$ cat src/rtl/sema_pkg.sv
package sema_pkg;
  localparam int BUS_W  = 32;
  localparam int LANES  = BUS_W / 8;
  localparam int LANE_W = $clog2(LANES);
  localparam int NPROC  = 2;

  typedef enum logic [1:0] {
    GATE_FREE = 2'b00,
    GATE_P0   = 2'b01,
    GATE_P1   = 2'b10,
    GATE_RSVD = 2'b11
  } gate_t;

  typedef enum logic [1:0] {
    SZ_BYTE = 2'd0,
    SZ_HALF = 2'd1,
    SZ_WORD = 2'd2,
    SZ_BAD  = 2'd3
  } acc_size_t;
endpackage

$ cat src/rtl/sema_rst_sync.sv
module sema_rst_sync #(
  parameter int STAGES = 2
) (
  input  logic clk,
  input  logic rst_n_async,
  output logic rst_n_sync
);
  logic [STAGES-1:0] sync_q;

  always_ff @(posedge clk or negedge rst_n_async) begin
    if (!rst_n_async) sync_q <= '0;
    else              sync_q <= {sync_q[STAGES-2:0], 1'b1};
  end

  assign rst_n_sync = sync_q[STAGES-1];
endmodule

$ cat src/rtl/sema_port_decode.sv
module sema_port_decode
  import sema_pkg::*;
#(
  parameter int              NUM_GATES  = 16,
  parameter int              ADDR_W     = 8,
  parameter logic [ADDR_W-1:0] INE_BASE = 8'h40,
  parameter logic [ADDR_W-1:0] NTF_BASE = 8'h80,
  parameter int              REG_STRIDE = 8,
  parameter bit              PROC_ID    = 1'b0
) (
  input  logic                            req,
  input  logic                            we,
  input  logic [ADDR_W-1:0]               addr,
  input  logic [1:0]                      size,
  input  logic [BUS_W-1:0]                wdata,
  input  logic [NUM_GATES-1:0][1:0]       gate_state,
  input  logic [NPROC-1:0][NUM_GATES-1:0] ine,
  input  logic [NPROC-1:0][NUM_GATES-1:0] ntf,
  output logic [NUM_GATES-1:0]            lock_req,
  output logic [NUM_GATES-1:0]            unlock_req,
  output logic [NPROC-1:0]                ine_we,
  output logic [NPROC-1:0]                ntf_clr_we,
  output logic [NUM_GATES-1:0]            reg_wdata,
  output logic                            err,
  output logic [BUS_W-1:0]                rdata
);
  localparam int WIDX_W = ADDR_W - LANE_W;
  localparam logic [1:0] OWN = PROC_ID ? GATE_P1 : GATE_P0;

  logic [WIDX_W-1:0]    widx;
  logic [LANE_W-1:0]    lane;
  logic [LANES-1:0]     lmask;
  logic                 aligned;
  logic [NUM_GATES-1:0] lock_try, unlock_try, would_change;
  logic [NPROC-1:0]     ine_hit, ntf_hit;
  logic                 reg_area, multi_change, low_half;
  logic [BUS_W-1:0]     rword;

  assign widx = addr[ADDR_W-1:LANE_W];
  assign lane = addr[LANE_W-1:0];

  // size / alignment decode
  always_comb begin
    lmask   = '0;
    aligned = 1'b0;
    unique case (acc_size_t'(size))
      SZ_BYTE: begin lmask = LANES'(1) << lane; aligned = 1'b1;        end
      SZ_HALF: begin lmask = LANES'(3) << lane; aligned = ~addr[0];    end
      SZ_WORD: begin lmask = '1;                aligned = (lane == '0); end
      default: begin lmask = '0;                aligned = 1'b0;        end
    endcase
  end

  // per-gate write intent
  for (genvar g = 0; g < NUM_GATES; g++) begin : g_gate
    localparam int GW = g / LANES;
    localparam int GL = g % LANES;
    logic       covered;
    logic [1:0] code;
    assign covered         = (widx == WIDX_W'(GW)) && lmask[GL];
    assign code            = wdata[8*GL +: 2];
    assign lock_try[g]     = req & we & covered & (code == OWN);
    assign unlock_try[g]   = req & we & covered & (code == GATE_FREE);
    assign would_change[g] = (lock_try[g]   & (gate_state[g] == GATE_FREE)) |
                             (unlock_try[g] & (gate_state[g] == OWN));
  end

  // register area hits
  for (genvar q = 0; q < NPROC; q++) begin : g_reg
    localparam logic [WIDX_W-1:0] IW = WIDX_W'((int'(INE_BASE) + REG_STRIDE*q) / LANES);
    localparam logic [WIDX_W-1:0] NW = WIDX_W'((int'(NTF_BASE) + REG_STRIDE*q) / LANES);
    assign ine_hit[q] = (widx == IW);
    assign ntf_hit[q] = (widx == NW);
  end

  assign reg_area     = |ine_hit | |ntf_hit;
  assign multi_change = ($countones(would_change) > 1);
  assign low_half     = lmask[0] & lmask[1];

  assign err = req & (~aligned |
                      (reg_area & (size == SZ_BYTE)) |
                      (we & (size != SZ_BYTE) & multi_change));

  assign lock_req   = lock_try   & {NUM_GATES{~err}};
  assign unlock_req = unlock_try & {NUM_GATES{~err}};
  assign ine_we     = ine_hit & {NPROC{req & we & ~err & low_half}};
  assign ntf_clr_we = ntf_hit & {NPROC{req & we & ~err & low_half}};
  assign reg_wdata  = wdata[NUM_GATES-1:0];

  // read data
  always_comb begin
    rword = '0;
    for (int g = 0; g < NUM_GATES; g++) begin
      if (widx == WIDX_W'(g / LANES)) rword[8*(g % LANES) +: 8] = 8'(gate_state[g]);
    end
    for (int q = 0; q < NPROC; q++) begin
      if (ine_hit[q]) rword[15:0] = 16'(ine[q]);
      if (ntf_hit[q]) rword[15:0] = 16'(ntf[q]);
    end
    for (int k = 0; k < LANES; k++) begin
      if (!lmask[k]) rword[8*k +: 8] = 8'h00;
    end
    if (!req || we || err) rword = '0;
  end

  assign rdata = rword;
endmodule

$ cat src/rtl/sema_gate_fsm.sv
module sema_gate_fsm
  import sema_pkg::*;
(
  input  logic             clk,
  input  logic             rst_n,
  input  logic [NPROC-1:0] lock_req,
  input  logic [NPROC-1:0] unlock_req,
  output logic [1:0]       state,
  output logic [NPROC-1:0] fail,
  output logic [NPROC-1:0] acquired,
  output logic             released
);
  gate_t state_q, state_d;
  logic  en;

  always_comb begin
    state_d = state_q;
    fail    = '0;
    unique case (state_q)
      GATE_FREE: begin
        if (lock_req[0])      state_d = GATE_P0;
        else if (lock_req[1]) state_d = GATE_P1;
        fail[1] = lock_req[0] & lock_req[1];
      end
      GATE_P0: begin
        if (unlock_req[0]) state_d = GATE_FREE;
        fail[1] = lock_req[1];
      end
      GATE_P1: begin
        if (unlock_req[1]) state_d = GATE_FREE;
        fail[0] = lock_req[0];
      end
      default: state_d = GATE_FREE;
    endcase
  end

  assign en          = |lock_req | |unlock_req;
  assign released    = (state_q != GATE_FREE) && (state_d == GATE_FREE);
  assign acquired[0] = (state_q == GATE_FREE) && (state_d == GATE_P0);
  assign acquired[1] = (state_q == GATE_FREE) && (state_d == GATE_P1);

  always_ff @(posedge clk or negedge rst_n) begin
    if (!rst_n)  state_q <= GATE_FREE;
    else if (en) state_q <= state_d;
  end

  assign state = state_q;
endmodule

$ cat src/rtl/sema_notify.sv
module sema_notify #(
  parameter int NUM_GATES = 16
) (
  input  logic                 clk,
  input  logic                 rst_n,
  input  logic [NUM_GATES-1:0] fail,
  input  logic [NUM_GATES-1:0] released,
  input  logic [NUM_GATES-1:0] acquired,
  input  logic                 ine_we,
  input  logic [NUM_GATES-1:0] ine_wdata,
  input  logic [NUM_GATES-1:0] clr_mask,
  output logic [NUM_GATES-1:0] ine,
  output logic [NUM_GATES-1:0] ntf,
  output logic                 irq
);
  logic [NUM_GATES-1:0] pend_q, pend_d, ntf_q, ntf_d, ine_q, ine_d, ntf_set;
  logic                 pend_en, ntf_en;

  always_comb begin
    ntf_set = released & (pend_q | fail);
    pend_d  = (pend_q | fail) & ~released & ~acquired;
    ntf_d   = (ntf_q & ~clr_mask & ~acquired) | ntf_set;
    ine_d   = ine_wdata;
    pend_en = |fail | |released | |acquired;
    ntf_en  = |clr_mask | |acquired | |ntf_set;
  end

  always_ff @(posedge clk or negedge rst_n) begin
    if (!rst_n) begin
      pend_q <= '0;
      ntf_q  <= '0;
      ine_q  <= '0;
    end else begin
      if (pend_en) pend_q <= pend_d;
      if (ntf_en)  ntf_q  <= ntf_d;
      if (ine_we)  ine_q  <= ine_d;
    end
  end

  assign ine = ine_q;
  assign ntf = ntf_q;
  assign irq = |(ntf_q & ine_q);
endmodule

$ cat src/rtl/sema_gate_bank.sv
module sema_gate_bank
  import sema_pkg::*;
#(
  parameter int              NUM_GATES  = 16,
  parameter int              ADDR_W     = 8,
  parameter logic [ADDR_W-1:0] INE_BASE = 8'h40,
  parameter logic [ADDR_W-1:0] NTF_BASE = 8'h80,
  parameter int              REG_STRIDE = 8
) (
  input  logic                         clk,
  input  logic                         rst_n,
  input  logic [1:0]                   bus_req,
  input  logic [1:0]                   bus_we,
  input  logic [1:0][ADDR_W-1:0]       bus_addr,
  input  logic [1:0][1:0]              bus_size,
  input  logic [1:0][31:0]             bus_wdata,
  output logic [1:0]                   rsp_valid,
  output logic [1:0][31:0]             rsp_rdata,
  output logic [1:0]                   rsp_err,
  output logic [1:0]                   irq
);
  logic rst_n_int;

  logic [NUM_GATES-1:0][1:0]              gate_state;
  logic [NPROC-1:0][NUM_GATES-1:0]        ine, ntf;
  logic [NPROC-1:0][NUM_GATES-1:0]        lock_pg, unlock_pg;
  logic [NPROC-1:0][NUM_GATES-1:0]        fail_pg, acq_pg;
  logic [NUM_GATES-1:0]                   released;
  logic [NPROC-1:0][NPROC-1:0]            ine_we_pq, clr_we_pq;
  logic [NPROC-1:0][NUM_GATES-1:0]        reg_wdata;
  logic [NPROC-1:0]                       err_c;
  logic [NPROC-1:0][31:0]                 rdata_c;

  sema_rst_sync #(.STAGES(2)) u_rst (
    .clk(clk), .rst_n_async(rst_n), .rst_n_sync(rst_n_int)
  );

  for (genvar p = 0; p < NPROC; p++) begin : g_port
    sema_port_decode #(
      .NUM_GATES(NUM_GATES), .ADDR_W(ADDR_W), .INE_BASE(INE_BASE),
      .NTF_BASE(NTF_BASE), .REG_STRIDE(REG_STRIDE), .PROC_ID(p[0])
    ) u_dec (
      .req(bus_req[p]), .we(bus_we[p]), .addr(bus_addr[p]), .size(bus_size[p]),
      .wdata(bus_wdata[p]), .gate_state(gate_state), .ine(ine), .ntf(ntf),
      .lock_req(lock_pg[p]), .unlock_req(unlock_pg[p]),
      .ine_we(ine_we_pq[p]), .ntf_clr_we(clr_we_pq[p]),
      .reg_wdata(reg_wdata[p]), .err(err_c[p]), .rdata(rdata_c[p])
    );
  end

  for (genvar g = 0; g < NUM_GATES; g++) begin : g_gate
    logic [NPROC-1:0] fail_g, acq_g;
    sema_gate_fsm u_fsm (
      .clk(clk), .rst_n(rst_n_int),
      .lock_req({lock_pg[1][g], lock_pg[0][g]}),
      .unlock_req({unlock_pg[1][g], unlock_pg[0][g]}),
      .state(gate_state[g]), .fail(fail_g), .acquired(acq_g),
      .released(released[g])
    );
    for (genvar p = 0; p < NPROC; p++) begin : g_tp
      assign fail_pg[p][g] = fail_g[p];
      assign acq_pg[p][g]  = acq_g[p];
    end
  end

  for (genvar p = 0; p < NPROC; p++) begin : g_ntf
    logic                 ine_we_any;
    logic [NUM_GATES-1:0] ine_wd, clr_mask;
    // port 0 wins a same-cycle enable write; clear masks merge
    assign ine_we_any = ine_we_pq[0][p] | ine_we_pq[1][p];
    assign ine_wd     = ine_we_pq[0][p] ? reg_wdata[0] : reg_wdata[1];
    assign clr_mask   = (clr_we_pq[0][p] ? reg_wdata[0] : '0) |
                        (clr_we_pq[1][p] ? reg_wdata[1] : '0);
    sema_notify #(.NUM_GATES(NUM_GATES)) u_ntf (
      .clk(clk), .rst_n(rst_n_int),
      .fail(fail_pg[p]), .released(released), .acquired(acq_pg[p]),
      .ine_we(ine_we_any), .ine_wdata(ine_wd), .clr_mask(clr_mask),
      .ine(ine[p]), .ntf(ntf[p]), .irq(irq[p])
    );
  end

  // response registers
  always_ff @(posedge clk or negedge rst_n_int) begin
    if (!rst_n_int) begin
      rsp_valid <= '0;
      rsp_rdata <= '0;
      rsp_err   <= '0;
    end else begin
      rsp_valid <= bus_req;
      for (int p = 0; p < NPROC; p++) begin
        if (bus_req[p]) begin
          rsp_rdata[p] <= rdata_c[p];
          rsp_err[p]   <= err_c[p];
        end else begin
          rsp_err[p]   <= 1'b0;
        end
      end
    end
  end
endmodule

$ cat config.mk
export PLATFORM = sky130hd
export DESIGN_NAME = sema_gate_bank
export DESIGN_NICKNAME = d
export VERILOG_FILES = /design/src/rtl/sema_pkg.sv /design/src/rtl/sema_rst_sync.sv /design/src/rtl/sema_port_decode.sv /design/src/rtl/sema_gate_fsm.sv /design/src/rtl/sema_notify.sv /design/src/rtl/sema_gate_bank.sv
export SDC_FILE = /design/constraint.sdc
export NUM_CORES = 1
export LEC_CHECK = 0
export BUFFER_PORTS_ARGS = -buffer_cell sky130_fd_sc_hd__buf_4
export CAP_MARGIN = 20
export CORE_ASPECT_RATIO = 1.25
export CORE_UTILIZATION = 25
export CTS_CLUSTER_SIZE = 20
export DETAILED_ROUTE_END_ITERATION = 16
export SLEW_MARGIN = 10
export SYNTH_ARGS = -nofsm -noshare
export SYNTH_HDL_FRONTEND = slang
export SYNTH_SLANG_ARGS = --single-unit
$ cat constraint.sdc
create_clock -name clk -period 5.52 [get_ports clk]
set_input_delay 0.276 -clock clk [delete_from_list [all_inputs] [get_ports clk]]
set_output_delay 0.276 -clock clk [all_outputs]
set_load 0.005 [all_outputs]
==> results of run 1 <==
## cell usage in the layout, fill, tap and decap left out, types with 18 or more instances in the layout
| cell type | Yosys | layout |
|---|---|---|
| nor4_1 | 49 | 21 |
| a222oi_1 | 25 | 25 |
| nor2_4 | 1 | 36 |
| buf_6 | 5 | 75 |
| nand2_1 | 123 | 106 |
| nand3_1 | 28 | 18 |
| nor2_1 | 113 | 59 |
| inv_1 | 94 | 81 |
| mux2i_1 | 43 | 41 |
| buf_12 | 0 | 19 |
| xnor2_1 | 33 | 30 |
| clkbuf_16 | 0 | 18 |
| a21oi_1 | 92 | 43 |
| a21oi_2 | 2 | 41 |
| nor3_2 | 11 | 25 |
| a221oi_1 | 29 | 23 |
| a22o_1 | 26 | 26 |
| conb_1 | 2 | 25 |
| o21ai_1 | 22 | 28 |
| nor4_4 | 1 | 21 |
| a22oi_1 | 26 | 20 |
| o22ai_1 | 21 | 19 |
| nor2_2 | 4 | 23 |
| dfrtp_1 | 174 | 169 |
| buf_4 | 33 | 358 |
| nor3_1 | 49 | 22 |
## critical path, cell delays in order, from the launching register on
cell,delay [ns]
dfrtp_1,0.44
buf_4,0.18
nor4_4,0.27
ha_2,0.21
inv_2,0.04
fa_1,0.51
inv_2,0.04
fa_1,0.45
fa_1,0.54
inv_2,0.04
fa_1,0.47
inv_1,0.05
ha_2,0.19
fa_2,0.37
a2111o_1,0.44
buf_6,0.15
or3_4,0.38
buf_6,0.14
a211oi_4,0.26
buf_6,0.20
nand2_8,0.07
buf_8,0.16
o2bb2ai_2,0.11
## state kept, by name (all words and copies together), names as in the netlist
register	cells
rsp_rdata	40
g_gate.u_fsm.state	32
g_ntf.u_ntf.ine	32
g_ntf.u_ntf.ntf	32
g_ntf.u_ntf.pend_q	32
rsp_err	2
rsp_valid	2
u_rst.sync_q	2
## worst min-delay path by stage
stage / startpoint / cells after the start / endpoint
floorplan: rst_n / 0 / u_rst.sync_q[0]
global placement: rst_n / 1 / u_rst.sync_q[0]
detailed placement: rst_n / 1 / u_rst.sync_q[0]
CTS: bus_req[0] / 2 / rsp_valid[0]
global route: bus_req[0] / 2 / rsp_valid[0]
finish: bus_req[0] / 2 / rsp_valid[0]
## power by group through the flow
stage / clock, uW / combinational [uW] / sequential (uW)
floorplan: 0 / 209 / 1340
global placement: 0 / 455 / 1340
detailed placement: 0 / 459 / 1340
CTS: 1440 / 510 / 1320
global route: 1490 / 591 / 1320
finish: 1430 / 569 / 1320
## final cells by class
| type | count | share of cell area [%] |
|---|---|---|
| clock buffers | 18 | 2.16 |
| repair buffers | 466 | 20.5 |
| flip-flops and latches | 174 | 21.4 |
| multi-input cells | 1084 | 49.0 |
| well taps | 658 | 4.04 |
| clock inverters | 14 | 1.12 |
| inverters | 95 | 1.75 |
## per-layer routing
| metal | vias to the layer above | track usage [%] | wire (um) |
|---|---|---|---|
| met1 | 7084 | 29.8 | 25300 |
| met2 | 826 | 40.2 | 31300 |
| met3 | 255 | 4.23 | 4600 |
| met5 | - | 0 | 0 |
| met4 | 0 | 16.8 | 5400 |
| li1 | 6147 | - | - |
## through the flow
step                cells  cell area (um2)  hold WS (ns)  TNS (ns)  utilization, %
floorplan            1483            13600       -0.0196    -34.34               -
global route         2509            20400        0.0355    -48.90            40.2
finish               2509            20400        0.0349    -27.82            40.2
global placement     2422            17000        0.0582   -113.23            33.5
CTS                  2490            19100        0.0241    -22.17            37.7
detailed placement   2422            17000        0.0605   -123.14            33.5
## repair_timing
action / 4_1_cts / 5_1_grt
hold buffers: 1 / 0
setup buffers: 40 / 22
gates cloned: 4 / 1
pin swaps: 129 / 99
gates resized for setup: 248 / 223
endpoints found under the setup margin: 149 / 150
hold endpoints to repair: 2 / 0
## kinds of logic (layout without fill, tap and decap cells)
family	after synthesis	in the layout	synth area share [%]
other cells	2	25	0.0582
compound gates	440	440	25.0
flops	174	174	33.8
fa+ha+maj	48	48	5.94
simple gates	482	482	19.5
xor+xnor	33	33	2.24
mux	56	56	5.52
buf+inv	225	593	7.97
==> reports/metrics.cfg, run 1 <==
[global_route]
grt_max_degree=146
first_global_vias=14100
overflow=0
antenna_found_initial=0
grt_pass1_wl_um=95400
grt_usage_pct=24.8

[timing]
min_period_ns=5.82
worst_pin_slew_ns=1.19
finalHoldViolCount=0
rsz0062_at_grt=yes
setup_ws_ns=-0.305
finalCritPeriodShare_pct=106
setup_viol=148
worst_clock_skew_ns=0.0127
slew_viol_final=0
max_freq_mhz=172
slew_headroom_pct=20.0

[power_and_ir_drop]
internal_power_uw=2340
clockPowerShare_pct=43.1
power.density_nw_per_um2=163
netSwitchingFraction_pct=29.5
seqPwrFrac_pct=39.7
ir_drop_uv=249
power_switching_uw=979
cellLeakagePower_uw=0.00830
p_total_uw=3320
combPwrFrac_pct=17.2

[critical_path]
r2r_start=g_gate[10].u_fsm.state[1]
reg2reg_slack_ns=-0.30
r2r_cells=22
critPathKind=reg2reg
startpoint=g_gate[10].u_fsm.state[1]
r2r_end=rsp_rdata[10]
critPathArrivalTime_ns=6.22
crit_path_max_fanout=6
required_ns=5.91
critPathCaptureType=register
cp-start-kind=register
critPathCapture=rsp_rdata[10]

[die]
initial_core_util_pct=25.5
die_area_um2=52500
die_y_um=256
fp.dieW_um=205
io_pins=160
num_rows=92
core_um2=50600

[layout]
nFillCells=4971
layout.nets=1976
diodes=0
layout-drive-gt1-share_pct=48.8
areaGrowthSynthToFinish_pct=57.9
multi_input_area_um2=9970
register_area_um2=4360

[clock_tree]
cts_max_level=4
clock_path_buffers=2
root_buffer=clkbuf_16
clk_pin_slew_ns=0.08
cts_buffers=17
cts_sinks=174
cts_tree=yes
insertion_delay_ns=0.47

[logic_synthesis]
synth_area_leaders=dfrtp_1 (34%), nand2_1 (3.6%), a21oi_1 (3.6%)
synth.top_cell.area_share_pct=33.8
synth-seq-cells=174
synth_common_cells=dfrtp_1 (174), nand2_1 (123), nor2_1 (113)
synthCells=1460
syn_area_per_cell_um2=8.83
synth_enable_flop_cells=0
synthDistinctLibCells=101
ys_async_sr_fraction_pct=100
ys_seq_area_share_pct=33.8
synth_ff_type=dfrtp_1
yosysMostFrequentCell=dfrtp_1
synth_area_leader_cell=dfrtp_1
yosysWarnings=0
synth_area_um2=12900

[routing]
routed_wl_um=66600
vias_per_cell=5.70
antenna_left=0
wl_per_cell_um=26.5
first_iter_violations=1519
first_pass_iters=6
drc=0
vias=14300

[placed_design]
portBuffers=111
pre_cts_slack_ns=-0.975
gp_congestion=1.05
place_hpwl_um=50300

[flow_run]
drv_cap=0

[run_status]
status=complete, but fails checks
violations=negative setup slack

[min_path]
min_path_type=in2reg

No activity file was read; power rests on OpenSTA's default activity.
==> inputs of run 2 (changes only) <==
--- a/config.mk
+++ b/config.mk
@@ -8,7 +8,7 @@
 export BUFFER_PORTS_ARGS = -buffer_cell sky130_fd_sc_hd__buf_4
 export CAP_MARGIN = 20
 export CORE_ASPECT_RATIO = 1.25
-export CORE_UTILIZATION = 25
+export CORE_UTILIZATION = 26
 export CTS_CLUSTER_SIZE = 20
 export DETAILED_ROUTE_END_ITERATION = 16
 export SLEW_MARGIN = 10
==> run 2 against run 1 <==
The run still ends with negative setup slack left. Sequential cell count is the same. Maximum frequency decreased by 1.7%. Combinational power fell by 4.0%. Register-to-register slack lost 0.10 ns. First-iteration DRC count down 9.2%. Clock power is 8% lower. Power decreased by 4.2%. Critical path depth is the same. Hold slack got worse by 0.014 ns. Core utilization rose by 0.85 points. Sequential share of layout area increased by 0.42 points. Via count down 1.6%. Critical path type unchanged. Largest power group is now registers. Highest routed layer is now met5.
==> reports/metrics.cfg, run 2 (same netlist as run 1, synthesis figures left out) <==
[clock_tree]
clk_pin_slew_ns=0.08
insertion_delay_ns=0.47
root_buffer=clkbuf_16
cts_buffers=17
cts_sinks=174
cts_max_level=4
cts_tree=yes
clock_path_buffers=2

[timing]
setup_ws_ns=-0.404
rsz0062_at_grt=yes
min_period_ns=5.92
max_freq_mhz=169
finalHoldViolCount=0
worst_clock_skew_ns=0.0145
slew_headroom_pct=19.8
slew_viol_final=0
tns_ns=-44.64
setup_viol=149
finalCritPeriodShare_pct=107
worst_pin_slew_ns=1.19

[layout]
final_common_cell=buf_4
diodes=0
areaGrowthSynthToFinish_pct=54.8
mostFrequentLayoutCells=buf_4 (383), dfrtp_1 (170), nand2_1 (106)
nFillCells=4803
max_flop_register=rsp_rdata
layout-drive-gt1-share_pct=47.1
largest_reg_flops=40
final_core_util_pct=41.0
layout.nets=1984

[critical_path]
critPathCaptureType=register
r2r_start=g_gate[4].u_fsm.state[0]
critPathKind=reg2reg
reg2reg_slack_ns=-0.40
crit_path_max_fanout=10
r2r_end=g_ntf[1].u_ntf.ntf[15]
critPathCapture=g_ntf[1].u_ntf.ntf[15]
r2r_cells=22
cp-start-kind=register
critPathArrivalTime_ns=6.28
startpoint=g_gate[4].u_fsm.state[0]
required_ns=5.87

[routing]
first_pass_iters=6
antenna_left=0
routed_wl_um=65600
wl_per_cell_um=26.2
vias_per_cell=5.63
drc=0
first_iter_violations=1379
vias=14100

[die]
io_pins=160
fp.dieW_um=201
num_rows=90
die_y_um=251
initial_core_util_pct=26.5
die_area_um2=50500
core_um2=48600

[global_route]
grt_usage_pct=25.5
antenna_found_initial=2
grt_pass1_wl_um=94500
first_global_vias=13800
grt_max_degree=72
overflow=0

[placed_design]
place_hpwl_um=51000
portBuffers=111
gp_congestion=0.982
pre_cts_slack_ns=-1.28

[power_and_ir_drop]
cellLeakagePower_uw=0.00828
power.density_nw_per_um2=159
ir_drop_uv=221

[min_path]
min_path_type=in2reg

[run_status]
status=complete, but fails checks
violations=negative setup slack

[flow_run]
drv_cap=0

[run 2: changes by cell type in the layout (fill, tap and decap cells not counted), sizes merged]
| cell | change |
|---|---|
| bufinv | -2 |
| buf | +7 |
| inv | -2 |
| clkinvlp | +1 |
| clkbuf | +3 |
[run 2: area by class of cell]
class / instances / area, um2 / area share, %
Clock buffer: 20 / 437 / 2.19
Clock inverter: 11 / 159 / 0.796
Inverter: 95 / 357 / 1.79
Multi-Input combinational cell: 1084 / 9720 / 48.7
Sequential cell: 174 / 4360 / 21.8
Tap cell: 644 / 806 / 4.04
Timing Repair Buffer: 474 / 4130 / 20.7
[run 2: worst min path at each step]
stage	start	end	slack [ns]	cells past startpoint
2_1_floorplan	rst_n	u_rst.sync_q[0]	-0.02	0
3_3_place_gp	rst_n	u_rst.sync_q[0]	0.06	1
3_5_place_dp	rst_n	u_rst.sync_q[0]	0.06	1
4_1_cts	bus_req[0]	rsp_valid[0]	0.01	2
5_1_grt	bus_req[0]	rsp_valid[0]	0.02	2
6_report	bus_req[0]	rsp_valid[0]	0.02	2
[run 2: layer usage]
metal | vias up | routed length, um | GRT usage [%]
li1 | 6171 | - | -
met3 | 151 | 3950 | 3.86
met1 | 7077 | 26300 | 31.8
met4 | 4 | 3500 | 12.3
met2 | 675 | 31900 | 42.9
met5 | - | 31 | 0
[run 2: report_power, final]
group / switching, uW / internal, uW / total [uW] / leakage, uW
combinational: 329 / 216 / 546 / 0.00570
sequential: 30.8 / 1290 / 1320 / 0.00230
clock: 596 / 718 / 1310 / 0.000279
total: 956 / 2220 / 3180 / 0.00828
[run 2: critical path: stages, from the launching register on]
cell	delay (ns)
dfrtp_1	0.39
xnor2_1	0.15
buf_4	0.15
nor4_4	0.31
ha_2	0.33
fa_1	0.46
fa_2	0.54
inv_1	0.05
fa_2	0.36
fa_1	0.51
inv_1	0.04
ha_2	0.19
fa_2	0.36
a2111o_1	0.51
buf_6	0.16
o31ai_4	0.32
buf_6	0.17
and4_4	0.25
buf_12	0.15
buf_4	0.13
nand2_2	0.06
nand4_1	0.12
o21ai_1	0.07
[run 2: per-stage QoR]
stage	hold WS [ns]	cells	total power [uW]	instance area, um2
6_report	0.0210	2502	3180	20000
5_1_grt	0.0229	2502	3270	20000
4_1_cts	0.00959	2469	3160	18800
3_5_place_dp	0.0605	2409	1800	16900
3_3_place_gp	0.0587	2409	1800	16900
2_1_floorplan	-0.0196	1483	1550	13600
[run 2: what timing repair did]
item	in CTS	in global routing
setup buffers	30	35
gates cloned	1	3
pin swaps	77	107
endpoints found under the setup margin	150	150
gates resized for setup	219	164
endpoints found under the hold margin	2	0
hold buffers	1	0
==> inputs of run 3 (changes only) <==
--- a/config.mk
+++ b/config.mk
@@ -11,6 +11,7 @@
 export CORE_UTILIZATION = 26
 export CTS_CLUSTER_SIZE = 20
 export DETAILED_ROUTE_END_ITERATION = 16
+export GPL_TIMING_DRIVEN = 0
 export SLEW_MARGIN = 10
 export SYNTH_ARGS = -nofsm -noshare
 export SYNTH_HDL_FRONTEND = slang
==> run 3 against run 2 <==
The flow still finishes with violations (negative setup slack). Hold slack improved by 0.096 ns. Register-to-register slack worse by 0.14 ns. Combinational power hardly changed. Maximum frequency down 3.4%. Global-route usage grew 1.6 points. Critical path depth is 4 higher. Sequential cell count unchanged. Sequential power about the same. Power decreased by 2.0%. Design area fell by 3.4%. Core utilization decreased by 1.4 points. Non-clock buffer count shrank 121. Highest routed layer is now met4.
==> reports/metrics.cfg, run 3 (same netlist as run 1, synthesis figures left out) <==
[run_status]
status=complete, but fails checks
violations=negative setup slack

[timing]
finalHoldViolCount=0
min_period_ns=6.13
slew_viol_final=0
rsz0062_at_grt=yes
setup_ws_ns=-0.612
setup_viol=149
worst_clock_skew_ns=0.0173
finalCritPeriodShare_pct=111
slew_headroom_pct=21.9
tns_ns=-69.50
worst_pin_slew_ns=1.17
max_freq_mhz=163

[layout]
mostFrequentLayoutCells=buf_4 (198), dfrtp_1 (160), nand2_1 (108)
diodes=0
nFillCells=4822
design_area_um2=19300
areaGrowthSynthToFinish_pct=49.6
layout.nets=1863
final_common_cell=buf_4
finalNonFillerCells=2381
max_flop_register=rsp_rdata
layout-drive-gt1-share_pct=42.1
largest_reg_flops=40

[clock_tree]
cts_tree=yes
insertion_delay_ns=0.48
cts_max_level=4
clock_path_buffers=2
clk_pin_slew_ns=0.07
cts_buffers=17
cts_sinks=174
root_buffer=clkbuf_16

[placed_design]
gp_congestion=0.993
portBuffers=103
place_hpwl_um=51100
placed_cells=2235
postPlaceCellArea_um2=15300

[die]
die_area_um2=50500
initial_core_util_pct=26.5
core_um2=48600
io_pins=160
fp.dieW_um=201
num_rows=90
die_y_um=251

[global_route]
met1_usage_pct=32.6
overflow=0
use_met2_pct=43.6
grt_max_degree=53
antenna_found_initial=1
grt_pass1_wl_um=98100
grt_use_met3_pct=4.28
first_global_vias=13400
grt_usage_pct=27.1
grt_busiest_layer=met2

[critical_path]
critPathSlowestCell=fa_1
crit_path_max_fanout=8
critPathArrivalTime_ns=6.49
cpMostUsedCell=fa_1
cp-start-kind=input pin
critPathKind=in2reg
max_stage_delay_ns=0.52
critPathTopFamily=adder cells
required_ns=5.88
critical_path_buf_inv_count=7
critPathCaptureType=register

[routing]
first_iter_violations=1453
vias=14200
vias_per_cell=5.97
first_pass_iters=7
drc=0
antenna_left=0
wl_per_cell_um=29.5
routed_wl_um=70300

[power_and_ir_drop]
ir_drop_uv=182
cellLeakagePower_uw=0.00764
power.density_nw_per_um2=162
p_total_uw=3120

[min_path]
min_path_type=in2async

[flow_run]
drv_cap=0

[run 3: final timing paths]
| path | start | to | slack (ns) | cells after the start |
|---|---|---|---|---|
| hold / removal | rst_n | u_rst.sync_q[1] | 0.12 | 2 |
| setup / recovery | bus_size[0] | g_ntf[0].u_ntf.ntf[11] | -0.61 | 26 |
| min in group clk | bus_wdata[6] | g_ntf[1].u_ntf.ine[6] | 0.12 | 3 |
| max in group asynchronous | u_rst.sync_q[1] | g_ntf[0].u_ntf.ine[11] | 4.28 | 2 |
| hold reg to reg | u_rst.sync_q[1] | rsp_err[1] | 0.28 | 0 |
| setup reg to reg | g_gate[12].u_fsm.state[0] | g_ntf[0].u_ntf.ntf[11] | -0.54 | 22 |
[run 3: final cells by class]
class / count / area (um2) / area share, %
clock inverter: 12 / 115 / 0.597
inverter: 95 / 357 / 1.85
buffer: 108 / 915 / 4.74
tap: 644 / 806 / 4.18
multi-input combinational: 1084 / 9870 / 51.2
clock buffer: 19 / 443 / 2.30
sequential: 174 / 4380 / 22.7
timing repair buffer: 245 / 2410 / 12.5
[run 3: stage by stage]
stage	hold WS [ns]	utilization (%)	setup slack (ns)
after detailed placement	0.0599	31.5	-2.27
after floorplan	-0.0196	-	-0.455
after global routing	0.118	39.7	-0.734
after CTS	0.0960	37.8	-0.549
after global placement	0.0586	31.3	-2.38
final	0.117	39.7	-0.612
[run 3: power by group]
part | switching, uW | leakage (uW) | internal, uW
clock | 618 | 0.000271 | 636
combinational | 347 | 0.00509 | 197
sequential | 29.1 | 0.00229 | 1290
total | 994 | 0.00764 | 2120
[run 3: what timing repair did]
item	CTS	global route
setup endpoints to repair	150	150
gates resized for setup	332	151
endpoints found under the hold margin	4	0
hold buffers	3	0
setup buffers	91	35
pin swaps	124	65
gates cloned	9	1
[run 3: per-layer routing]
metal  up-vias  part of all wire (%)
met3       269                   7.9
met1      7077                    37
met5         -                     0
li1       5946                     -
met2       912                    46
met4         0                   9.4
